## config.mk

```make
export PLATFORM = sky130hd
export DESIGN_NAME = hdr_ratio_detect
export DESIGN_NICKNAME = d
export VERILOG_FILES = /design/src/rtl/hrd_pkg.sv /design/src/rtl/hrd_word_indexer.sv /design/src/rtl/hrd_flag_capture.sv /design/src/rtl/hrd_result_stage.sv /design/src/rtl/hdr_ratio_detect.sv
export SDC_FILE = /design/constraint.sdc
export NUM_CORES = 1
export LEC_CHECK = 0
export ABC_AREA = 1
export CORE_MARGIN = 1
export CORE_UTILIZATION = 30
export DETAILED_ROUTE_END_ITERATION = 8
export PLACE_DENSITY_LB_ADDON = 0.25
export SYNTH_ARGS = -nofsm -noshare
export SYNTH_HDL_FRONTEND = slang
export SYNTH_HIERARCHICAL = 1
export SYNTH_SLANG_ARGS = --single-unit
```

## constraint.sdc

```tcl
create_clock -name clk -period 2 [get_ports clk]
set_input_delay 0.2 -clock clk [delete_from_list [all_inputs] [get_ports clk]]
set_output_delay 0.2 -clock clk [all_outputs]
set_load 0.02 [all_outputs]
```

## src/rtl/hrd_pkg.sv

```systemverilog
package hrd_pkg;

    localparam logic [1:0] RATIO_X1 = 2'd0;
    localparam logic [1:0] RATIO_X2 = 2'd1;
    localparam logic [1:0] RATIO_X4 = 2'd2;
    localparam logic [1:0] RATIO_X8 = 2'd3;

    // Bit positions inside the two header words
    localparam int unsigned ENC_FIELD_LO = 2;
    localparam int unsigned ENC_FIELD_HI = 3;
    localparam int unsigned CMP_FLAG_BIT = 1;

    typedef enum logic {
        ST_COLLECT = 1'b0,
        ST_CLOSED  = 1'b1
    } hrd_state_e;

    typedef struct packed {
        logic [1:0] ratio;
        logic       strobe_ok;
        logic       strobe_err;
    } hrd_result_t;

    // Ratio from width and the two header flags
    function automatic logic [1:0] hrd_ratio(input logic wide, input logic enc, input logic cmp);
        logic [1:0] base;
        if (!enc && !cmp) begin
            return RATIO_X1;
        end
        base = cmp ? RATIO_X4 : RATIO_X2;
        return wide ? base + 2'd1 : base;
    endfunction

endpackage

```

## src/rtl/hrd_word_indexer.sv

```systemverilog
module hrd_word_indexer
    import hrd_pkg::*;
#(
    parameter int unsigned FINAL_IDX = 229,
    parameter int unsigned CNT_W     = $clog2(FINAL_IDX + 1)
) (
    input  logic             clk,
    input  logic             rst,
    input  logic             start,
    input  logic             valid,
    input  logic             last,
    output logic             accept,
    output logic [CNT_W-1:0] idx,
    output logic             hit_final,
    output logic             short_end
);

    localparam logic [CNT_W-1:0] FINAL_CNT = CNT_W'(FINAL_IDX);

    hrd_state_e       state_q;
    logic [CNT_W-1:0] idx_q;

    assign accept    = valid && !start && (state_q == ST_COLLECT);
    assign idx       = idx_q;
    assign hit_final = accept && (idx_q == FINAL_CNT);
    assign short_end = accept && last && (idx_q != FINAL_CNT);

    always_ff @(posedge clk) begin
        if (rst || start) begin
            state_q <= ST_COLLECT;
            idx_q   <= '0;
        end else if (accept) begin
            if (hit_final || last) begin
                state_q <= ST_CLOSED;
            end else begin
                idx_q <= idx_q + 1'b1;
            end
        end
    end

endmodule

```

## src/rtl/hrd_flag_capture.sv

```systemverilog
module hrd_flag_capture
    import hrd_pkg::*;
#(
    parameter int unsigned WORD_W  = 32,
    parameter int unsigned ENC_IDX = 69,
    parameter int unsigned CMP_IDX = 229,
    parameter int unsigned CNT_W   = $clog2(CMP_IDX + 1)
) (
    input  logic              clk,
    input  logic              rst,
    input  logic              start,
    input  logic              accept,
    input  logic [CNT_W-1:0]  idx,
    input  logic [WORD_W-1:0] word,
    output logic              enc_q,
    output logic              cmp_q,
    output logic              cmp_now
);

    logic enc_now;
    logic unused_word_bits;

    assign enc_now = |word[ENC_FIELD_HI:ENC_FIELD_LO];
    assign cmp_now = !word[CMP_FLAG_BIT];
    assign unused_word_bits = ^{word[WORD_W-1:ENC_FIELD_HI+1], word[0]};

    always_ff @(posedge clk) begin
        if (rst || start) begin
            enc_q <= 1'b0;
            cmp_q <= 1'b0;
        end else if (accept) begin
            if (idx == CNT_W'(ENC_IDX)) begin
                enc_q <= enc_now;
            end
            if (idx == CNT_W'(CMP_IDX)) begin
                cmp_q <= cmp_now;
            end
        end
    end

endmodule

```

## src/rtl/hrd_result_stage.sv

```systemverilog
module hrd_result_stage
    import hrd_pkg::*;
(
    input  logic        clk,
    input  logic        rst,
    input  logic        start,
    input  logic        hit_final,
    input  logic        short_end,
    input  logic        wide,
    input  logic        enc_q,
    input  logic        cmp_now,
    output hrd_result_t res_q
);

    always_ff @(posedge clk) begin
        if (rst || start) begin
            res_q <= '0;
        end else begin
            res_q.strobe_ok  <= hit_final;
            res_q.strobe_err <= short_end;
            if (hit_final) begin
                res_q.ratio <= hrd_ratio(wide, enc_q, cmp_now);
            end
        end
    end

endmodule

```

## src/rtl/hdr_ratio_detect.sv

```systemverilog
module hdr_ratio_detect
    import hrd_pkg::*;
#(
    parameter int unsigned WORD_W  = 32,
    parameter int unsigned ENC_IDX = 69,
    parameter int unsigned CMP_IDX = 229
) (
    input  logic              clk,
    input  logic              rst,
    input  logic              start_i,
    input  logic              word_valid_i,
    input  logic [WORD_W-1:0] word_i,
    input  logic              word_last_i,
    input  logic              width_sel_i,
    output logic [1:0]        ratio_o,
    output logic              encrypted_o,
    output logic              compressed_o,
    output logic              result_valid_o,
    output logic              short_err_o
);

    localparam int unsigned CNT_W = $clog2(CMP_IDX + 1);

    logic             accept;
    logic [CNT_W-1:0] idx;
    logic             hit_final;
    logic             short_end;
    logic             enc_q;
    logic             cmp_q;
    logic             cmp_now;
    hrd_result_t      res_q;

    hrd_word_indexer #(
        .FINAL_IDX (CMP_IDX),
        .CNT_W     (CNT_W)
    ) u_index (
        .clk       (clk),
        .rst       (rst),
        .start     (start_i),
        .valid     (word_valid_i),
        .last      (word_last_i),
        .accept    (accept),
        .idx       (idx),
        .hit_final (hit_final),
        .short_end (short_end)
    );

    hrd_flag_capture #(
        .WORD_W  (WORD_W),
        .ENC_IDX (ENC_IDX),
        .CMP_IDX (CMP_IDX),
        .CNT_W   (CNT_W)
    ) u_flags (
        .clk     (clk),
        .rst     (rst),
        .start   (start_i),
        .accept  (accept),
        .idx     (idx),
        .word    (word_i),
        .enc_q   (enc_q),
        .cmp_q   (cmp_q),
        .cmp_now (cmp_now)
    );

    hrd_result_stage u_result (
        .clk       (clk),
        .rst       (rst),
        .start     (start_i),
        .hit_final (hit_final),
        .short_end (short_end),
        .wide      (width_sel_i),
        .enc_q     (enc_q),
        .cmp_now   (cmp_now),
        .res_q     (res_q)
    );

    assign ratio_o        = res_q.ratio;
    assign result_valid_o = res_q.strobe_ok;
    assign short_err_o    = res_q.strobe_err;
    assign encrypted_o    = enc_q;
    assign compressed_o   = cmp_q;

endmodule

```

==> metrics.txt <==
drt drc=0; RSZ-0062 raised after global routing=false; vias per cell=slightly above 4; synthesized cell area=966 µm²; worst reg2reg setup slack=0.55 ns; Sequential Power Share=between 50% and 60%; Distinct cells, synth=21; clock slew at reported path FFs=about 0.1 ns; vias=868; clock power share=between 30 and 40%; Core Box Area=3050 µm²; outcome=completed; cells taking the most area after synthesis=dfxtp_1, nand2_1, inv_1; Seq/Total Area, Yosys=between 30 and 40%; Yosys top cell area share=31.1%; DR iter-0 viols=34; largest net degree at the start of global routing=10; Setup Fix Bufs, Post-CTS=0; Crit Path Category=reg -> out; Max-Cap Viols=0; Antenna Nets Post-Route=0; worst min-delay path category=reg -> reg; Min Hold Slack=about 0.5 ns; number of synthesized register bits=15; setup TNS=0 ns; final hold vios=0; full die area=3450 µm²; gr ovfl total=0; Arr. time, crit path=1.30 ns; critical path endpoint category=output port; power density over the cells=449 nW/µm²; Slew @ Worst Pin=0.322 ns; clock sinks=15; Root Driver=clkbuf_4; first-pass GRT wire length=about 3.4 mm; crit path max fanout=4; cells after synthesis=149; CTS tree=built; Finish-stage setup viols=0; CP max stage cell=clkdlybuf4s50_1; sw frac=between 20% and 30%; Layout Nets=208; Final Critical Period=1.50 ns; dominant cell type by area after synthesis=dfxtp_1; I/O Buffers=14; Yosys Warn Count=6; die height=58.7 µm; maximum clock frequency=about 670 MHz; top cell family by delay on the critical path=buffers and inverters; Tot Pwr=532 µW; clock latency on the worst-skew pair=~0.28 ns; FP Rows=20; CP required=1.80 ns; initial core utilization=31.6%; WP buf/inv=1; Sw Pwr=133 µW; mean area per synthesized cell=6.48 µm²; CTS max path bufs=2; P_int=399 µW; hold-fix buffer count after cts=0; VDD IR max=198 µV; CP cell instances=clkdlybuf4s50_1; placed wire-length estimate=roughly 1.5 mm; CTS HTree Levels=1; post-cts resize count=0; Critical Path Start Type=flip-flop; Layout area overhead=22.5%; routed len/inst=a little over 9 µm; CTS buffer count=3; # IOs=44; fin crit share=74.9%; syn_nets=190; Total Wirelength=1.90 mm; # diodes=0; CP max stage delay=0.63 ns; layout cells sized above 1=~15%; clk_skew=0.00220 ns; leakage=0.523 nW; vias in the first global route=807; Tot GR Track Use=about an eighth; initial antenna violation count=0; Final Max Tran Viols=0; Comb pwr share=around a tenth; GPL Wtd Cong=about 0.81; width of the die=58.7 µm; DRT Pass-1 Iters=4; relative slew slack=just under 80%
[per-stage QoR]
step / setup slack [ns] / utilization, % / cells / area (µm²)
floorplan: 0.766 / - / 149 / 966
global placement: 0.371 / 37.9 / 206 / 1160
detailed placement: 0.332 / 37.9 / 206 / 1160
CTS: 0.487 / 38.8 / 210 / 1180
global route: 0.415 / 38.8 / 210 / 1180
finish: 0.502 / 38.8 / 210 / 1180
[registers in the layout, summed over array words and instances (netlist names)]
signal           cells
u_flags/enc_q        1
u_result/res_q       4
u_flags/cmp_q        1
u_index/idx          8
u_index/state_q      1
[layer usage]
metal	global-route usage, %	up-vias	part of all wire, %
li1	-	482	-
met1	16.6	377	49
met2	20.9	9	49
met3	1.32	0	1.8
met4	6.12	0	0
met5	0	-	0
[logic make-up (layout without fill, tap and decap cells)]
logic type | after synthesis | after routing | synth area share [%]
compound gates | 15 | 15 | 8.16
fa+ha+maj | 3 | 3 | 3.89
flops | 15 | 15 | 31.1
xor+xnor | 3 | 3 | 2.72
buf+inv | 37 | 54 | 15.3
simple gates | 76 | 76 | 38.9
[cells in the mapped netlist (all sizes together)]
master   n
nand3    9
dfxtp   15
inv     35
nand4    3
clkinv   1
buf      1
ha       3
nor2    21
a21oi   11
nand2   43
xor2     3
o21ai    4
[placed cells by master, fill, tap and decap left out, types with 3 or more instances in the layout]
cell type	synthesis	final
nor2_1	15	15
clkbuf_4	0	3
a21oi_1	10	10
clkdlybuf4s50_1	0	14
inv_1	32	32
nand2_1	33	33
nor2_2	5	5
dfxtp_1	15	15
xor2_1	3	3
nand4_1	3	3
ha_1	3	3
nand3_1	8	8
nand2_2	9	9
[area by class of cell]
| class | count | area (µm²) |
|---|---|---|
| clock buffer | 3 | 22.5 |
| multi-input combinational | 97 | 518 |
| timing repair buffer | 14 | 140 |
| fill | 351 | 1870 |
| inverter | 36 | 143 |
| sequential | 15 | 300 |
| tap | 44 | 55.1 |
| clock inverter | 1 | 5.00 |
[power by group through the flow]
stage | clock (mW) | combinational, mW | sequential (mW)
final | 0.177 | 0.0539 | 0.301
after floorplan | 0 | 0.0295 | 0.308
after detailed placement | 0 | 0.0550 | 0.308
after global routing | 0.191 | 0.0612 | 0.302
after global placement | 0 | 0.0544 | 0.308
after CTS | 0.184 | 0.0549 | 0.301
[final timing paths]
| kind | from | cells after the start | to |
|---|---|---|---|
| setup / recovery | u_flags/enc_q$_SDFFE_PP0P_ | 1 | encrypted_o |
| hold / removal | u_result/res_q[3]$_SDFFE_PP0P_ | 2 | u_result/res_q[3]$_SDFFE_PP0P_ |
| setup reg to reg | u_index/idx[5]$_SDFFE_PP0P_ | 6 | u_result/res_q[3]$_SDFFE_PP0P_ |
| hold reg to reg | u_result/res_q[3]$_SDFFE_PP0P_ | 2 | u_result/res_q[3]$_SDFFE_PP0P_ |
Note: power is estimated with default switching activity, not from simulation.
